$ cat config.mk
export PLATFORM = sky130hd
export DESIGN_NAME = ata_regfront
export DESIGN_NICKNAME = d
export VERILOG_FILES = /design/src/rtl/ata_regfront_pkg.sv /design/src/rtl/ata_addr_decode.sv /design/src/rtl/ata_irq_status.sv /design/src/rtl/ata_timing_reg.sv /design/src/rtl/ata_regfront.sv
export SDC_FILE = /design/constraint.sdc
export NUM_CORES = 1
export LEC_CHECK = 0
export CAP_MARGIN = 20
export CORE_MARGIN = 2
export CORE_UTILIZATION = 43
export DETAILED_ROUTE_END_ITERATION = 7
export PLACE_DENSITY = 0.87
export SLEW_MARGIN = 20
export SYNTH_ARGS = -nofsm -noshare
export SYNTH_HDL_FRONTEND = slang
export SYNTH_HIERARCHICAL = 1
export SYNTH_SLANG_ARGS = --single-unit
$ cat constraint.sdc
create_clock -name clk -period 2.65 [get_ports clk]
set_input_delay 0.265 -clock clk [delete_from_list [all_inputs] [get_ports clk]]
set_output_delay 0.265 -clock clk [all_outputs]
set_load 0.005 [all_outputs]
$ cat src/rtl/ata_regfront_pkg.sv
package ata_regfront_pkg;

    typedef enum logic [1:0] {
        SZ_BYTE = 2'd0,
        SZ_HALF = 2'd1,
        SZ_WORD = 2'd2,
        SZ_RSVD = 2'd3
    } acc_size_e;

    typedef enum logic [2:0] {
        TGT_NONE   = 3'd0,
        TGT_DATA   = 3'd1,
        TGT_TASK   = 3'd2,
        TGT_CTRL   = 3'd3,
        TGT_TIMING = 3'd4,
        TGT_IRQ    = 3'd5
    } tgt_e;

    typedef enum logic [1:0] {
        ST_IDLE  = 2'd0,
        ST_DRIVE = 2'd1,
        ST_DONE  = 2'd2
    } fsm_e;

    localparam int IDX_DATA   = 'h00;
    localparam int IDX_TF_LO  = 'h01;
    localparam int IDX_TF_HI  = 'h07;
    localparam int IDX_CTRL_A = 'h08;
    localparam int IDX_CTRL_B = 'h16;
    localparam int IDX_TIMING = 'h20;
    localparam int IDX_IRQ    = 'h30;

    localparam int IDX_SHIFT  = 4;

endpackage

$ cat src/rtl/ata_addr_decode.sv
module ata_addr_decode
    import ata_regfront_pkg::*;
#(
    parameter int IDX_W = 8
) (
    input  logic [IDX_W-1:0] idx,
    input  logic [1:0]       size,
    output tgt_e             tgt
);

    acc_size_e sz;
    logic      is_tf;

    assign sz    = acc_size_e'(size);
    assign is_tf = (idx >= IDX_W'(IDX_TF_LO)) && (idx <= IDX_W'(IDX_TF_HI));

    always_comb begin
        tgt = TGT_NONE;
        if (idx == IDX_W'(IDX_DATA)) begin
            if (sz == SZ_HALF || sz == SZ_WORD) tgt = TGT_DATA;
        end else if (is_tf) begin
            if (sz == SZ_BYTE) tgt = TGT_TASK;
        end else if (idx == IDX_W'(IDX_CTRL_A) || idx == IDX_W'(IDX_CTRL_B)) begin
            if (sz == SZ_BYTE) tgt = TGT_CTRL;
        end else if (idx == IDX_W'(IDX_TIMING)) begin
            if (sz == SZ_WORD) tgt = TGT_TIMING;
        end else if (idx == IDX_W'(IDX_IRQ)) begin
            if (sz == SZ_WORD) tgt = TGT_IRQ;
        end
    end

endmodule

$ cat src/rtl/ata_irq_status.sv
module ata_irq_status #(
    parameter int DATA_W = 32,
    parameter int NLINES = 2
) (
    input  logic              clk,
    input  logic              rst_n,
    input  logic [NLINES-1:0] line_in,
    input  logic              clr_top,
    output logic [DATA_W-1:0] stat,
    output logic [NLINES-1:0] line_out
);

    localparam int TOP = DATA_W - 1;

    logic [NLINES-1:0] prev_q;
    logic [NLINES-1:0] bit_q;

    assign line_out = line_in;

    for (genvar n = 0; n < NLINES; n++) begin : g_line
        // line n owns status bit (TOP - n); only line 0 can be cleared by software
        logic clr_this;
        if (n == 0) begin : g_clr
            assign clr_this = clr_top;
        end else begin : g_noclr
            assign clr_this = 1'b0;
        end

        always_ff @(posedge clk) begin
            if (!rst_n) begin
                prev_q[n] <= 1'b0;
                bit_q[n]  <= 1'b0;
            end else begin
                prev_q[n] <= line_in[n];
                if (line_in[n] != prev_q[n]) begin
                    bit_q[n] <= line_in[n];
                end else if (clr_this) begin
                    bit_q[n] <= 1'b0;
                end
            end
        end

        assign stat[TOP-n] = bit_q[n];
    end

    assign stat[TOP-NLINES:0] = '0;

endmodule

$ cat src/rtl/ata_timing_reg.sv
module ata_timing_reg #(
    parameter int DATA_W = 32
) (
    input  logic              clk,
    input  logic              rst_n,
    input  logic              wr_en,
    input  logic [DATA_W-1:0] wr_data,
    output logic [DATA_W-1:0] value
);

    always_ff @(posedge clk) begin
        if (!rst_n) begin
            value <= '0;
        end else if (wr_en) begin
            value <= wr_data;
        end
    end

endmodule

$ cat src/rtl/ata_regfront.sv
module ata_regfront
    import ata_regfront_pkg::*;
#(
    parameter int ADDR_W = 12,
    parameter int DATA_W = 32
) (
    input  logic              clk,
    input  logic              rst_n,
    input  logic              req_valid,
    input  logic              req_write,
    input  logic [ADDR_W-1:0] req_addr,
    input  logic [1:0]        req_size,
    input  logic [DATA_W-1:0] req_wdata,
    output logic              req_ready,
    output logic              rsp_valid,
    output logic [DATA_W-1:0] rsp_rdata,
    output logic              drv_data_stb,
    output logic              drv_tf_stb,
    output logic              drv_ctl_stb,
    output logic              drv_we,
    output logic [2:0]        drv_tf_idx,
    output logic [1:0]        drv_size,
    output logic [DATA_W-1:0] drv_wdata,
    input  logic [DATA_W-1:0] drv_rdata,
    input  logic              dma_irq_in,
    input  logic              drv_irq_in,
    output logic              dma_irq_out,
    output logic              drv_irq_out
);

    localparam int IDX_W  = ADDR_W - IDX_SHIFT;
    localparam int HALF_W = DATA_W / 2;
    localparam int BYTE_W = 8;

    fsm_e              state_q, state_d;
    tgt_e              dec_tgt;
    tgt_e              lat_tgt;
    logic              lat_write;
    logic [1:0]        lat_size;
    logic [2:0]        lat_idx;
    logic [DATA_W-1:0] lat_wdata;
    logic [DATA_W-1:0] rsp_q;
    logic [DATA_W-1:0] timing_val;
    logic [DATA_W-1:0] irq_stat;
    logic [1:0]        irq_lines_out;
    logic              accept;
    logic              drive_side;
    logic              timing_we;
    logic              irq_clr;
    logic [DATA_W-1:0] drv_masked;

    ata_addr_decode #(.IDX_W(IDX_W)) u_dec (
        .idx  (req_addr[ADDR_W-1:IDX_SHIFT]),
        .size (req_size),
        .tgt  (dec_tgt)
    );

    assign accept     = req_valid && (state_q == ST_IDLE);
    assign drive_side = (dec_tgt == TGT_DATA) || (dec_tgt == TGT_TASK) || (dec_tgt == TGT_CTRL);
    assign timing_we  = accept && req_write && (dec_tgt == TGT_TIMING);
    assign irq_clr    = accept && req_write && (dec_tgt == TGT_IRQ) && req_wdata[DATA_W-1];

    ata_timing_reg #(.DATA_W(DATA_W)) u_timing (
        .clk     (clk),
        .rst_n   (rst_n),
        .wr_en   (timing_we),
        .wr_data (req_wdata),
        .value   (timing_val)
    );

    ata_irq_status #(.DATA_W(DATA_W), .NLINES(2)) u_irq (
        .clk      (clk),
        .rst_n    (rst_n),
        .line_in  ({drv_irq_in, dma_irq_in}),
        .clr_top  (irq_clr),
        .stat     (irq_stat),
        .line_out (irq_lines_out)
    );

    assign dma_irq_out = irq_lines_out[0];
    assign drv_irq_out = irq_lines_out[1];

    // next-state logic
    always_comb begin
        state_d = state_q;
        unique case (state_q)
            ST_IDLE:  if (req_valid) state_d = drive_side ? ST_DRIVE : ST_DONE;
            ST_DRIVE: state_d = ST_DONE;
            ST_DONE:  state_d = ST_IDLE;
            default:  state_d = ST_IDLE;
        endcase
    end

    always_ff @(posedge clk) begin
        if (!rst_n) begin
            state_q <= ST_IDLE;
        end else begin
            state_q <= state_d;
        end
    end

    // drive-side read data trimmed to the access width
    always_comb begin
        unique case (acc_size_e'(lat_size))
            SZ_BYTE: drv_masked = {{(DATA_W-BYTE_W){1'b0}}, drv_rdata[BYTE_W-1:0]};
            SZ_HALF: drv_masked = {{(DATA_W-HALF_W){1'b0}}, drv_rdata[HALF_W-1:0]};
            default: drv_masked = drv_rdata;
        endcase
    end

    // request latch and response register
    always_ff @(posedge clk) begin
        if (!rst_n) begin
            lat_tgt   <= TGT_NONE;
            lat_write <= 1'b0;
            lat_size  <= 2'd0;
            lat_idx   <= 3'd0;
            lat_wdata <= '0;
            rsp_q     <= '0;
        end else if (accept) begin
            lat_tgt   <= dec_tgt;
            lat_write <= req_write;
            lat_size  <= req_size;
            lat_idx   <= req_addr[IDX_SHIFT+2:IDX_SHIFT];
            lat_wdata <= req_wdata;
            if (req_write) begin
                rsp_q <= '0;
            end else begin
                unique case (dec_tgt)
                    TGT_TIMING: rsp_q <= timing_val;
                    TGT_IRQ:    rsp_q <= irq_stat;
                    TGT_NONE:   rsp_q <= '1;
                    default:    rsp_q <= '0;
                endcase
            end
        end else if (state_q == ST_DRIVE && !lat_write) begin
            rsp_q <= drv_masked;
        end
    end

    // outputs per state
    always_comb begin
        req_ready    = 1'b0;
        rsp_valid    = 1'b0;
        drv_data_stb = 1'b0;
        drv_tf_stb   = 1'b0;
        drv_ctl_stb  = 1'b0;
        drv_we       = 1'b0;
        unique case (state_q)
            ST_IDLE:  req_ready = 1'b1;
            ST_DRIVE: begin
                drv_data_stb = (lat_tgt == TGT_DATA);
                drv_tf_stb   = (lat_tgt == TGT_TASK);
                drv_ctl_stb  = (lat_tgt == TGT_CTRL);
                drv_we       = lat_write;
            end
            ST_DONE:  rsp_valid = 1'b1;
            default:  ;
        endcase
    end

    assign rsp_rdata  = rsp_q;
    assign drv_tf_idx = lat_idx;
    assign drv_size   = lat_size;
    assign drv_wdata  = lat_wdata;

endmodule

**Yosys cells after proc, flatten, opt, wreduce, memory -nomap -nowiden**

Index checks and enable logic that the tools add are counted.

- $lt $le $gt $ge: 2
- Multiply operators: 0
- Bitwise operators: 0
- Reductions and logical operators: 19
- Mux-type cells: 26
- $add $sub $neg: 0
- Shifts and indexed selects: 0
- Equality and inequality tests: 20
- Div/mod/pow operators: 0

Operators by type and width:

| cell | number |
|---|---|
| $mux 32 | 3 |
| $pmux 32 s3 | 1 |
| $pmux 32 s2 | 1 |
| $mux 3 | 7 |
| $eq 8x6->1 const B | 2 |
| $eq 3x2->1 const B | 4 |
| $mux 1 | 9 |
| $eq 8x4->1 const B | 1 |
| $eq 8x5->1 const B | 1 |
| $ge 8x1->1 const B | 1 |
| $le 8x3->1 const B | 1 |
| $logic_not 8->1 | 1 |
| $mux 2 | 4 |
| $logic_and 1x1->1 | 7 |
| $eq 2x1->1 const B | 3 |
| $eq 3x1->1 const B | 2 |
| $eq 3x3->1 const B | 2 |
| $logic_not 2->1 | 3 |
| $eq 2x2->1 const B | 2 |
| $logic_or 1x1->1 | 4 |
| $pmux 2 s2 | 1 |
| $reduce_bool 2->1 | 2 |
| $logic_not 3->1 | 1 |
| $ne 1x1->1 | 2 |
| 2 further kinds | 2 |

- Output and inout port bits: 77
- Memories: 0
- RAM bits: 0
- Logic and storage cells: 79
- ROM bits: 0
- Flip-flop bits (word level): 111
- Latch bits: 0

**Longest topological paths before layout**

Gate-level depths: netlist of the first run.

- Depth after elaboration: 13
- Mapped depth: 14
- Depth with buffers taken out: 9

**Cells and area by module**

Netlist of the first run, hierarchy kept.

By module, submodules not included:

| module | times used | cells an instance | area each (µm²) |
|---|---|---|---|
| ata_regfront | 1 | 482 | 3488.3 |
| ata_timing_reg | 1 | 103 | 1243.7 |
| ata_irq_status | 1 | 49 | 409.1 |
| ata_addr_decode | 1 | 22 | 153.9 |

**Worst setup path before layout of the first run**

No wires, ideal clock.

- Path kind: input -> register
- Start point: input req_addr[6]
- End point: register u_timing.value[0]
- Path slack: 45 ps
- Data required time: 2534 ps
- Library setup time: 116 ps
- Arrival time: 2489 ps
- Path buffers: 5
- Stages on the path: 12
- Cells stage by stage: or3_1 > or4_1 > o32ai_1 > buf_2 > nand2b_1 > clkbuf_1 > clkbuf_1 > nor2_1 > buf_6 > buf_12 > mux2i_1 > nor2b_1

- Word-level cells in the longest chain between the ends: 8
- Elaborated cells on any way between the ends: 16
- Classes of those cells: 2 x order compare; 5 x eq/ne; 5 x mux; 4 x reduce/logical

Ends and longest elaborated chain:

| item | RTL line | RTL |
|---|---|---|
| start, declared | ata_regfront.sv:11 | `input logic [ADDR_W-1:0] req_addr,` |
| $eq 8x6->1 | ata_addr_decode.sv:27 | `end else if (idx == IDX_W'(IDX_IRQ)) begin` |
| $mux 3 | ata_addr_decode.sv:27 |  |
| $mux 3 | ata_addr_decode.sv:25 | `end else if (idx == IDX_W'(IDX_TIMING)) begin` |
| $mux 3 | ata_addr_decode.sv:23 | `end else if (idx == IDX_W'(IDX_CTRL_A) \|\| idx == IDX_W'(IDX_CTRL_B)) begin` |
| $mux 3 | ata_addr_decode.sv:21 | `end else if (is_tf) begin` |
| $mux 3 (*) | ata_addr_decode.sv:19 | `if (idx == IDX_W'(IDX_DATA)) begin` |
| via dec_tgt[0] | ata_regfront.sv:36 | `tgt_e dec_tgt;` |
| $eq 3x3->1 (*) | ata_regfront.sv:60 | `assign timing_we = accept && req_write && (dec_tgt == TGT_TIMING);` |
| $logic_and 1x1->1 (*) | ata_regfront.sv:60 |  |
| via timing_we | ata_regfront.sv:48 | `logic timing_we;` |
| end signal, assigned | ata_timing_reg.sv:15 | `value <= wr_data;` |
| end, declared | ata_timing_reg.sv:8 | `output logic [DATA_W-1:0] value` |

The timed path passes the listed nets; every way through them passes the cells marked *.
A chain may end at the register's enable or synchronous reset.

**Worst setup path in the final report of the first run**

- Start point: input req_addr[6]
- End point: register rsp_q[18], in the netlist rsp_rdata[18]

- Word-level cells in the longest chain between the ends: 10
- Elaborated cells on any way between the ends: 20
- Classes of those cells: 2 x order compare; 6 x eq/ne; 8 x mux; 4 x reduce/logical

Ends and longest elaborated chain:

| item | RTL line | RTL |
|---|---|---|
| $eq 8x6->1 | ata_addr_decode.sv:27 |  |
| $mux 3 | ata_addr_decode.sv:27 |  |
| $mux 3 | ata_addr_decode.sv:25 |  |
| $mux 3 | ata_addr_decode.sv:23 |  |
| $mux 3 | ata_addr_decode.sv:21 |  |
| $mux 3 (*) | ata_addr_decode.sv:19 |  |
| via dec_tgt[0] | ata_regfront.sv:36 |  |
| $eq 3x3->1 or $logic_not 3->1 (tied branches) | ata_regfront.sv:129 | `unique case (dec_tgt)` |
| $pmux 32 s3 (*) | ata_regfront.sv:129 |  |
| $mux 32 (*) | ata_regfront.sv:126 | `if (req_write) begin` |
| $mux 32 (*) | ata_regfront.sv:120 | `end else if (accept) begin` |
| end signal, assigned | ata_regfront.sv:130 | `TGT_TIMING: rsp_q <= timing_val;` |
| end signal, assigned | ata_regfront.sv:131 | `TGT_IRQ: rsp_q <= irq_stat;` |
| end signal, assigned | ata_regfront.sv:137 | `rsp_q <= drv_masked;` |
| end, declared | ata_regfront.sv:42 | `logic [DATA_W-1:0] rsp_q;` |

Marked as above.

==> flow_metrics.env, run 1 <==
export IMPL_holdCritStartpoint="rst_n"
export IMPL_ir_worst_vdd_v=0.000548
export IMPL_r2r_cells=6
export IMPL_critical_path_buf_inv_count=4
export IMPL_drtAntennaViolNets=0
export IMPL_dp_hpwl_um=10100
export IMPL_stdcell_area_um2=7370
export IMPL_port_buffers=156
export IMPL_cp_top_family="simple AND/OR/NAND/NOR gates"
export IMPL_clkLatencyLatePin_ps=360
export IMPL_dpl_cell_area_um2=7010
export IMPL_cp_cell_sequence="clkdlybuf4s50_1 -> or3_1 -> or4_4 -> buf_4 -> o32ai_4 -> buf_6 -> nand2b_2 -> buf_12 -> a2bb2oi_1 -> a211oi_1 -> nor2_1"
export IMPL_coreArea_um2=12000
export IMPL_reg2reg_from="state_q[1]"
export IMPL_wirelength_um=14600
export IMPL_dieArea_um2=13200
export IMPL_yosysMostFrequentCell="nand2_1"
export IMPL_route_detailed_drc=0
export IMPL_endpoint_kind="flip-flop"
export IMPL_grt_pass1_wl_um=23600
export IMPL_yosysTopAreaCellShare_pct=42.0
export IMPL_worstSetupStartpointType="primary input"
export IMPL_post_route_util_pct=61.3
export IMPL_routed_via_density=5.09
export IMPL_yosys_top_cells_count="nand2_1 (162), dfxtp_1 (111), a21oi_1 (59)"
export IMPL_synth_edf_count=0
export IMPL_start_util_pct=44.1
export IMPL_setup_violations_final=0
export IMPL_num_io_pins=161
export IMPL_synth_avg_cell_area_um2=8.07
export IMPL_hold_viol=0
export IMPL_yosysWarnings=6
export IMPL_finalPower_mw=3.85
export IMPL_status="complete, no violations"
export IMPL_hold_slack_ps=419
export IMPL_antenna_found_initial=0
export IMPL_cts_tree="done"
export IMPL_fp_row_count=40
export IMPL_critPathArrivalTime_ps=2850
export IMPL_worstMarginPinSlew_ps=691
export IMPL_fmax_mhz=392
export IMPL_report_final_slew_viol_count=0
export IMPL_synth_cells=656
export IMPL_async_flop_share_pct=0
export IMPL_worst_ep_required_time_ps=2950
export IMPL_clockBufferDepth=2
export IMPL_overflow=0
export IMPL_vias=4875
export IMPL_relSlewSlack_pct=53.8
export IMPL_dr_pass1_iters=5
export IMPL_fp_dieH_um=115
export IMPL_grt_util_all_layers_pct=22.5
export IMPL_grt_start_max_net_pins=42
export IMPL_wl_per_cell_um=15.3
export IMPL_diodes=0
export IMPL_syn_area_um2=5300
export IMPL_synth_area_leaders="dfxtp_1 (42%), nand2_1 (11%), mux2i_1 (6.2%)"
export IMPL_p_leak_nw=2.63
export IMPL_drv_cap=0
export IMPL_seq_area_frac_synth_pct=42.0
export IMPL_hold_path_endpoint="u_irq/stat[30]"
export IMPL_hold_buffers=0
export IMPL_ys_ff_latch=111
export IMPL_synth_cell_types=42
export IMPL_slowest_delay_ps=460
export IMPL_cts_clk_slew_worst_paths_ps=70
export IMPL_nets=894
export IMPL_reg2reg_to="drv_wdata[10]"
export IMPL_cts_root_buf="clkbuf_16"
export IMPL_holdPathStages=3
export IMPL_die_w_um=115
export IMPL_cts_made_buffers=9
export IMPL_place_congestion=0.800
export IMPL_finalCritPeriodShare_pct=96.2
export IMPL_period_needed_ps=2550
export IMPL_r2r_slack_ps=700
export IMPL_fin_skew_ps=7.58
export IMPL_drive_above_1_share_pct=8.26
export IMPL_cts_num_sinks=111
export IMPL_drt_iter0_drc=230
export IMPL_ys_flop_type="dfxtp_1"
export IMPL_cp_max_fo=17
export IMPL_crit_path_top_delay_cell="or4_4"
export IMPL_synth_largest_area_cell="dfxtp_1"
export IMPL_synthToLayoutAreaGrowth_pct=39.1
export IMPL_power_density_nw_per_um2=523
export IMPL_hold_path_class="in2reg"
export IMPL_htreeDepth=3
export IMPL_grt_pass1_vias=4748
export IMPL_path_class="in2reg"
stage by stage:
step | setup WS, ps | cells | setup TNS, ps
floorplan | 45.0 | 685 | 0
global placement | -448 | 940 | -22530
detailed placement | -469 | 940 | -25120
CTS | 32.2 | 957 | 0
global route | -4.36 | 958 | -6.28
finish | 99.8 | 958 | 0
registers in the layout, summed over array words and instances (netlist names), 2 cells and up:
name            flops
state_q             2
drv_wdata          32
u_irq/stat          2
u_irq/prev_q        2
u_timing/value     32
drv_size            2
lat_tgt             3
drv_tf_idx          3
rsp_rdata          32
cell usage in the layout (no fill, tap or decap), drive strengths merged, types with 2 or more instances in the layout:
| cell type | count |
|---|---|
| buf | 39 |
| bufinv | 2 |
| nand2 | 162 |
| a211oi | 16 |
| nor3b | 4 |
| conb | 30 |
| a21oi | 60 |
| clkbuf | 12 |
| ha | 3 |
| clkdlybuf4s50 | 155 |
| and3 | 2 |
| mux2i | 33 |
| dfxtp | 111 |
| nand2b | 5 |
| nor2b | 37 |
| nor2 | 26 |
| a2bb2oi | 17 |
| nor3 | 2 |
| o21ai | 41 |
| and2 | 2 |
| o211ai | 16 |
| a31oi | 17 |
| inv | 5 |
worst max-delay path by stage:
stage	startpoint	end	slack (ps)	cells after the start
after global placement	req_addr[5]	rsp_rdata[2]	-450	10
after CTS	req_addr[6]	u_timing/value[12]	30	10
final	req_addr[6]	rsp_rdata[18]	100	11
after detailed placement	req_size[0]	rsp_rdata[11]	-470	11
after floorplan	req_addr[6]	u_timing/value[0]	40	12
after global routing	req_addr[5]	u_timing/value[18]	-4	12
metal layers:
metal  vias to the layer above  share of wire [%]  routed length (µm)  GRT usage, %
met5                         -                  0                   0             0
met2                       156                 48                7040          38.0
met1                      2238                 44                6480          28.1
met4                         0                1.3                 188          5.94
li1                       2469                  -                   -             -
met3                        12                6.3                 930          6.69
tightest hold or removal path, delay by kind of cell:
kind                   cells  cell delay, ps
buffers and inverters      1             280
AND/OR/NAND/NOR            1             140
AO/OA/AOI/OAI              1              50
cell families (layout without fill, tap and decap cells):
logic type	after synthesis	after routing	synth area share, %
AOI/OAI and AO/OA	171	171	19.6
and+or+nand+nor	248	248	21.3
DFF	111	111	42.0
buffers and inverters	89	215	10.1
muxes	33	33	6.24
adders and majority gates	3	3	0.709
other	1	30	0.0708
power breakdown:
part	leakage, nW	switching (mW)	internal (mW)
logic	1.57	0.264	0.340
registers	0.908	0.0404	1.74
clock network	0.149	0.611	0.851
repair_timing:
action	4_1_cts	5_1_grt
endpoints found under the setup margin	64	43
pin swaps	1	2
gates resized for setup	3	2
buffers inserted	2	1
final cells by class:
type                    instances  area, µm²
multi-input cells             485       2700
repair buffers                194       1920
flip-flops and latches        111       2220
clock inverters                 3       67.6
clock buffers                  12        246
fillers                      1039       4650
inverters                       6       22.5
well taps                     147        184
No activity file was read; power rests on OpenSTA's default activity.
==> run 2: changes to the inputs <==
- CTS_CLUSTER_DIAMETER: default -> 40
==> results of run 2 <==
No change in the layout: final DEF, timing and power equal those of run 1.
